--- src/rtl/txreq_pkg.sv ---
package txreq_pkg;
   typedef enum logic {
      SVC_IDLE = 1'b0,
      SVC_BUSY = 1'b1
   } svc_e;

   localparam int TXREQ_LEVEL_W_DEF = 5;
endpackage

--- src/rtl/txreq_flags.sv ---
module txreq_flags #(
   parameter int NUM_MBX = 32
) (
   input  logic               clk,
   input  logic               rst_n,
   input  logic               set_we,
   input  logic [NUM_MBX-1:0] set_mask,
   input  logic [NUM_MBX-1:0] clr_mask,
   output logic [NUM_MBX-1:0] flags
);
   logic [NUM_MBX-1:0] set_eff;

   assign set_eff = set_we ? set_mask : '0;

   // set is applied after clear so a collision leaves the bit set
   always_ff @(posedge clk or negedge rst_n) begin
      if (!rst_n) flags <= '0;
      else        flags <= (flags & ~clr_mask) | set_eff;
   end

   a_r2_set_lands: assert property (@(posedge clk) disable iff (!rst_n)
      set_we |=> ((flags & $past(set_mask)) == $past(set_mask)));

   a_r2_idle_stable: assert property (@(posedge clk) disable iff (!rst_n)
      (!set_we && clr_mask == '0) |=> $stable(flags));

   a_r5_only_clear_drops: assert property (@(posedge clk) disable iff (!rst_n)
      1'b1 |=> ((($past(flags) & ~flags) & ~$past(clr_mask)) == '0));
endmodule

--- src/rtl/txreq_elig.sv ---
module txreq_elig #(
   parameter int NUM_MBX = 32
) (
   input  logic [NUM_MBX-1:0] flags,
   input  logic [NUM_MBX-1:0] is_rx,
   input  logic [NUM_MBX-1:0] rtr,
   output logic [NUM_MBX-1:0] elig
);
   for (genvar i = 0; i < NUM_MBX; i++) begin : g_mbx
      // transmit mailboxes always qualify; receive ones only for remote frames
      assign elig[i] = flags[i] & (~is_rx[i] | rtr[i]);
   end
endmodule

--- src/rtl/txreq_pick.sv ---
module txreq_pick #(
   parameter int NUM_MBX   = 32,
   parameter int LEVEL_W   = 5,
   parameter bit PICK_TREE = 1'b1,
   localparam int IDX_W    = $clog2(NUM_MBX)
) (
   input  logic [NUM_MBX-1:0]         elig,
   input  logic [NUM_MBX*LEVEL_W-1:0] prio,
   output logic                       found,
   output logic [IDX_W-1:0]           idx
);
   localparam int NPAD   = 1 << IDX_W;
   localparam int LEVELS = IDX_W;

   if (PICK_TREE) begin : g_tree
      for (genvar l = 0; l <= LEVELS; l++) begin : g_lvl
         localparam int CNT = NPAD >> l;
         logic [CNT-1:0]     v;
         logic [LEVEL_W-1:0] p  [CNT];
         logic [IDX_W-1:0]   ix [CNT];
         if (l == 0) begin : g_leaf
            for (genvar n = 0; n < CNT; n++) begin : g_n
               if (n < NUM_MBX) begin : g_real
                  assign v[n] = elig[n];
                  assign p[n] = prio[n*LEVEL_W +: LEVEL_W];
               end else begin : g_pad
                  assign v[n] = 1'b0;
                  assign p[n] = '0;
               end
               assign ix[n] = IDX_W'(n);
            end
         end else begin : g_node
            for (genvar n = 0; n < CNT; n++) begin : g_n
               logic take_hi;
               // upper child has the larger index, so it wins ties
               assign take_hi = g_lvl[l-1].v[2*n+1] &&
                                (!g_lvl[l-1].v[2*n] ||
                                 g_lvl[l-1].p[2*n+1] >= g_lvl[l-1].p[2*n]);
               assign v[n]  = g_lvl[l-1].v[2*n+1] | g_lvl[l-1].v[2*n];
               assign p[n]  = take_hi ? g_lvl[l-1].p[2*n+1]  : g_lvl[l-1].p[2*n];
               assign ix[n] = take_hi ? g_lvl[l-1].ix[2*n+1] : g_lvl[l-1].ix[2*n];
            end
         end
      end
      assign found = g_lvl[LEVELS].v[0];
      assign idx   = g_lvl[LEVELS].ix[0];
   end else begin : g_scan
      logic               f_c;
      logic [LEVEL_W-1:0] bp_c;
      logic [IDX_W-1:0]   bi_c;
      always_comb begin
         f_c  = 1'b0;
         bp_c = '0;
         bi_c = '0;
         for (int i = 0; i < NUM_MBX; i++) begin
            if (elig[i] && (!f_c || prio[i*LEVEL_W +: LEVEL_W] >= bp_c)) begin
               f_c  = 1'b1;
               bp_c = prio[i*LEVEL_W +: LEVEL_W];
               bi_c = IDX_W'(i);
            end
         end
      end
      assign found = f_c;
      assign idx   = bi_c;
   end

   always_comb begin
      if (found) a_r6_pick_eligible: assert (elig[idx]);
      if (!found) a_r3_none_missed: assert (elig == '0);
   end
endmodule

--- src/rtl/txreq_sched.sv ---
module txreq_sched #(
   parameter int NUM_MBX   = 32,
   parameter int LEVEL_W   = txreq_pkg::TXREQ_LEVEL_W_DEF,
   parameter bit PICK_TREE = 1'b1,
   localparam int IDX_W    = $clog2(NUM_MBX),
   localparam int PRIO_W   = NUM_MBX * LEVEL_W
) (
   input  logic               clk,
   input  logic               rst_n,
   input  logic               cpu_we,
   input  logic [NUM_MBX-1:0] cpu_wdata,
   output logic [NUM_MBX-1:0] req_vec,
   input  logic [NUM_MBX-1:0] mbx_is_rx,
   input  logic [NUM_MBX-1:0] mbx_rtr,
   input  logic [PRIO_W-1:0]  mbx_prio,
   output logic               sel_valid,
   output logic [IDX_W-1:0]   sel_idx,
   input  logic               tx_done,
   input  logic               tx_abort,
   input  logic [IDX_W-1:0]   tx_idx
);
   import txreq_pkg::*;

   if (NUM_MBX < 2) begin : g_chk_num
      $error("txreq_sched: NUM_MBX must be at least 2");
   end
   if (LEVEL_W < 1) begin : g_chk_lvl
      $error("txreq_sched: LEVEL_W must be at least 1");
   end

   svc_e               state;
   logic [IDX_W-1:0]   cur_idx;
   logic [NUM_MBX-1:0] flags;
   logic [NUM_MBX-1:0] elig;
   logic [NUM_MBX-1:0] clr_mask;
   logic               pick_found;
   logic [IDX_W-1:0]   pick_idx;
   logic               finish;

   txreq_flags #(.NUM_MBX(NUM_MBX)) u_flags (
      .clk      (clk),
      .rst_n    (rst_n),
      .set_we   (cpu_we),
      .set_mask (cpu_wdata),
      .clr_mask (clr_mask),
      .flags    (flags)
   );

   txreq_elig #(.NUM_MBX(NUM_MBX)) u_elig (
      .flags (flags),
      .is_rx (mbx_is_rx),
      .rtr   (mbx_rtr),
      .elig  (elig)
   );

   txreq_pick #(
      .NUM_MBX   (NUM_MBX),
      .LEVEL_W   (LEVEL_W),
      .PICK_TREE (PICK_TREE)
   ) u_pick (
      .elig  (elig),
      .prio  (mbx_prio),
      .found (pick_found),
      .idx   (pick_idx)
   );

   assign finish = (state == SVC_BUSY) && (tx_done || tx_abort) && (tx_idx == cur_idx);

   for (genvar i = 0; i < NUM_MBX; i++) begin : g_clr
      assign clr_mask[i] = finish && (cur_idx == IDX_W'(i));
   end

   always_ff @(posedge clk or negedge rst_n) begin
      if (!rst_n) begin
         state   <= SVC_IDLE;
         cur_idx <= '0;
      end else begin
         case (state)
            SVC_IDLE: if (pick_found) begin
               state   <= SVC_BUSY;
               cur_idx <= pick_idx;
            end
            SVC_BUSY: if (finish) state <= SVC_IDLE;
            default:  state <= SVC_IDLE;
         endcase
      end
   end

   assign req_vec   = flags;
   assign sel_valid = (state == SVC_BUSY);
   assign sel_idx   = cur_idx;

   a_r9_hold: assert property (@(posedge clk) disable iff (!rst_n)
      (sel_valid && !((tx_done || tx_abort) && tx_idx == sel_idx))
      |=> (sel_valid && $stable(sel_idx)));

   a_r6_in_service_pending: assert property (@(posedge clk) disable iff (!rst_n)
      sel_valid |-> req_vec[sel_idx]);

   a_r4_release: assert property (@(posedge clk) disable iff (!rst_n)
      (sel_valid && tx_done && tx_idx == sel_idx) |=> !sel_valid);

   a_r10_start: assert property (@(posedge clk) disable iff (!rst_n)
      (!sel_valid && (req_vec & (~mbx_is_rx | mbx_rtr)) != '0) |=> sel_valid);
endmodule

--- config.mk ---
export PLATFORM = sky130hd
export DESIGN_NAME = txreq_sched
export DESIGN_NICKNAME = d
export VERILOG_FILES = /design/src/rtl/txreq_pkg.sv /design/src/rtl/txreq_flags.sv /design/src/rtl/txreq_elig.sv /design/src/rtl/txreq_pick.sv /design/src/rtl/txreq_sched.sv
export SDC_FILE = /design/constraint.sdc
export NUM_CORES = 1
export LEC_CHECK = 0
export BUFFER_PORTS_ARGS = -buffer_cell sky130_fd_sc_hd__buf_2
export CAP_MARGIN = 20
export CORE_MARGIN = 2
export CORE_UTILIZATION = 52
export CTS_CLUSTER_DIAMETER = 30
export DETAILED_ROUTE_END_ITERATION = 6
export MAX_ROUTING_LAYER = met4
export PLACE_DENSITY = 0.83
export SLEW_MARGIN = 20
export SYNTH_ARGS = -nofsm -noshare
export SYNTH_HDL_FRONTEND = slang
export SYNTH_HIERARCHICAL = 1
export SYNTH_SLANG_ARGS = --single-unit
--- constraint.sdc ---
create_clock -name clk -period 10.1 [get_ports clk]
set_input_delay 0 -clock clk [delete_from_list [all_inputs] [get_ports clk]]
set_output_delay 0 -clock clk [all_outputs]
set_load 0.005 [all_outputs]
==> metrics.yaml <==
outcome: "complete, no violations"
post-place-ws_ps: 656
core_area_um2: 15800
synth-seq-cells: 38
insertion_delay_ps: 290
ys_seq_area_share_pct: 11.4
finish.instance_area_um2: 10600
worstPathRequired_ps: 10270
cts.clk_slew.worst_paths_ps: 60
skew_ps: 9.25
drive_above_1_share_pct: 29.3
grt_first_pass_wirelength_um: 40600
yosys_most_used_dff: "dfrtp_1"
yosys_warnings: 6
finalSetupViolCount: 0
holdCritPathClass: "in2reg"
syn_area_per_cell_um2: 7.91
fin_setup_tns_ps: 0
synthDistinctLibCells: 71
finalMaxSlewViolations: 0
r2r_cells: 41
first_pass_iters: 5
die_h_um: 131
antenna_found_initial: 0
synthTopCellsByArea: "ha_1 22%, mux2i_1 13%, dfrtp_1 11%"
cp_slowest_cell: "o32ai_2"
synthCells: 1058
worst_pin_slew_ps: 971
cellPowerDensity_nw_per_um2: 165
muxShareOfSynthArea_pct: 17.9
synth_top_area_share_pct: 22.0
rows: 46
p_leak_nw: 6.16
cts_tree: "done"
start_util_pct: 52.8
cp-endpoint: "sel_idx[0]$_DFFE_PN0P_"
fp.dieW_um: 131
hpwl_um: 21800
dp.cells: 1565
period_needed_ps: 9250
clock-root-buffer: "clkbuf_16"
grt_util_all_layers_pct: 30.4
syn-cell-area_um2: 8360
max_freq_ghz: 0.108
htreeDepth: 2
r2r_slack_ps: 850
synthXorXnorAreaFrac_pct: 0.883
cts_max_path_buffers: 2
postLayoutCoreUtil_pct: 66.9
crit_fanout: 12
gp_congestion: 0.928
hold_viol_final: 0
globalRoute.totalOverflow: 0
timing.final.ws_setup_ps: 846
post_cts_buffers: 0
drt_iter0_drc: 500
synth_compound_area_share_pct: 21.2
async_flop_share_pct: 100
max_slew_margin_pct: 35.3
clkSinkCount: 38
numCtsBuffers: 5
vias: 8727
crit_start: "u_flags/flags[26]$_DFF_PN0_"
hold_slack_ps: 119
viasPerCell: 5.43
max_stage_delay_ps: 590
timing.rr.end: "sel_idx[0]$_DFFE_PN0P_"
area_growth_pct: 26.6
dpl-instance-area_um2: 10100
crit_arrival_ps: 9420
drtAntennaViolNets: 0
ios: 304
timing.rr.start: "u_flags/flags[26]$_DFF_PN0_"
diodes: 0
yosys.area_share.simple_pct: 15.4
crit_type: "reg2reg"
synth.net_count: 1471
start_kind: "register"
hold_depth: 4
die_area_um2: 17100
endpoint_kind: "register"
wl_um: 26000
finalCritPeriodShare_pct: 91.6
finalNonFillerCells: 1606
maxCapViolCount: 0
synth_edf_count: 0
synth_top_family_by_area: "adder cells"
crit_top_cell: "a21o_1"
wl_per_cell_um: 16.2
post-route-drc-count: 0
ir_drop_mv: 0.143
io_buffer_count: 303
rsz0062_at_grt: "false"
grt_max_degree: 39
yosys.area.top_type: "ha_1"
final_nets: 1802
grt_pass1_vias: 8694
total_power_mw: 1.75
synth_fa_ha_area_share_pct: 22.2
layout by cell type, fill, tap and decap left out, drive strengths merged, types with 3 or more instances in the layout:
cell	n
clkbuf	6
a31oi	9
o22ai	3
inv	208
nand3	19
mux2i	112
o211ai	6
a21boi	34
dfrtp	38
nor2b	18
o22a	3
nor4	6
a21o	34
nand3b	11
a211oi	9
and3	4
a21oi	43
a22oi	5
dlygate4sd3	33
o21ai	74
nand2	68
xnor2	4
o2bb2ai	3
nor2	44
nand2b	38
a221oi	3
nor3	31
buf	308
o32ai	3
mux2	33
or2	4
ha	147
o21a	6
report_power, final:
group          total [mW]  internal [mW]  switching, mW
sequential          0.207          0.165         0.0417
combinational        1.32          0.603          0.722
clock               0.218          0.149         0.0691
total                1.75          0.916          0.833
per-layer routing:
metal / GRT usage (%) / vias up / wire, um / share of wire, %
met4: 8.26 / 0 / 536 / 2.1
met2: 53.9 / 291 / 12900 / 49
met1: 37.0 / 4052 / 11300 / 43
met3: 2.97 / 47 / 1330 / 5.1
li1: - / 4337 / - / -
met5: - / - / 0 / 0
cell usage after synthesis (3+ instances only):
library cell / instances
o22a_1: 3
o21a_1: 6
mux2_2: 32
nand3b_1: 10
a211oi_1: 8
nand3_1: 18
o21ai_1: 11
o21ai_2: 31
a21boi_1: 33
nor3_1: 31
mux2i_1: 112
a221oi_1: 3
a21oi_1: 41
xnor2_2: 4
o211ai_1: 4
inv_1: 208
ha_1: 147
a31oi_1: 9
nand2b_1: 38
nor4_1: 6
nor2_1: 44
buf_6: 9
clkbuf_1: 3
nor2b_1: 18
o22ai_1: 3
a21o_1: 34
o21ai_0: 30
dfrtp_1: 38
nand2_1: 68
and3_1: 4
kinds of logic after synthesis:
family,count (synthesis)
AO/OA/AOI/OAI,245
XOR/XNOR,5
adder cells (fa/ha/maj),149
buffers and inverters,225
flip-flops,38
multiplexers,145
AND/OR/NAND/NOR,251
worst min path at each step:
stage / from / endpoint / slack (ps)
after floorplan: rst_n / sel_idx[0]$_DFFE_PN0P_ / -300
after global placement: rst_n / u_flags/flags[4]$_DFF_PN0_ / 190
after detailed placement: rst_n / u_flags/flags[5]$_DFF_PN0_ / 210
after CTS: tx_idx[2] / u_flags/flags[15]$_DFF_PN0_ / 120
after global routing: tx_idx[2] / u_flags/flags[6]$_DFF_PN0_ / 160
final: tx_idx[2] / u_flags/flags[15]$_DFF_PN0_ / 120
state kept, by name, indices dropped and copies added (netlist names):
signal         count
sel_valid          1
u_flags/flags     32
sel_idx            5
final cells by class:
class / instances / area [um2]
Multi-Input combinational cell: 795 / 6500
Fill cell: 1317 / 5240
Timing Repair Buffer: 341 / 1880
Sequential cell: 38 / 951
Inverter: 208 / 781
Tap cell: 216 / 270
Clock buffer: 6 / 139
Clock inverter: 2 / 60.1
critical path: cells and delay by family (launching register included):
| family | cells | cell delay (ps) |
|---|---|---|
| fa+ha+maj | 4 | 1070 |
| compound gates | 20 | 4660 |
| buf+inv | 2 | 330 |
| flops | 1 | 380 |
| simple gates | 9 | 990 |
| mux | 6 | 1700 |
repair_timing:
action / in CTS / in global routing
resized for setup: 0 / 1
endpoints found under the setup margin: 0 / 1
hold endpoints to repair: 70 / 0
hold buffers: 33 / 0
Power figures use the tool's default switching activity.
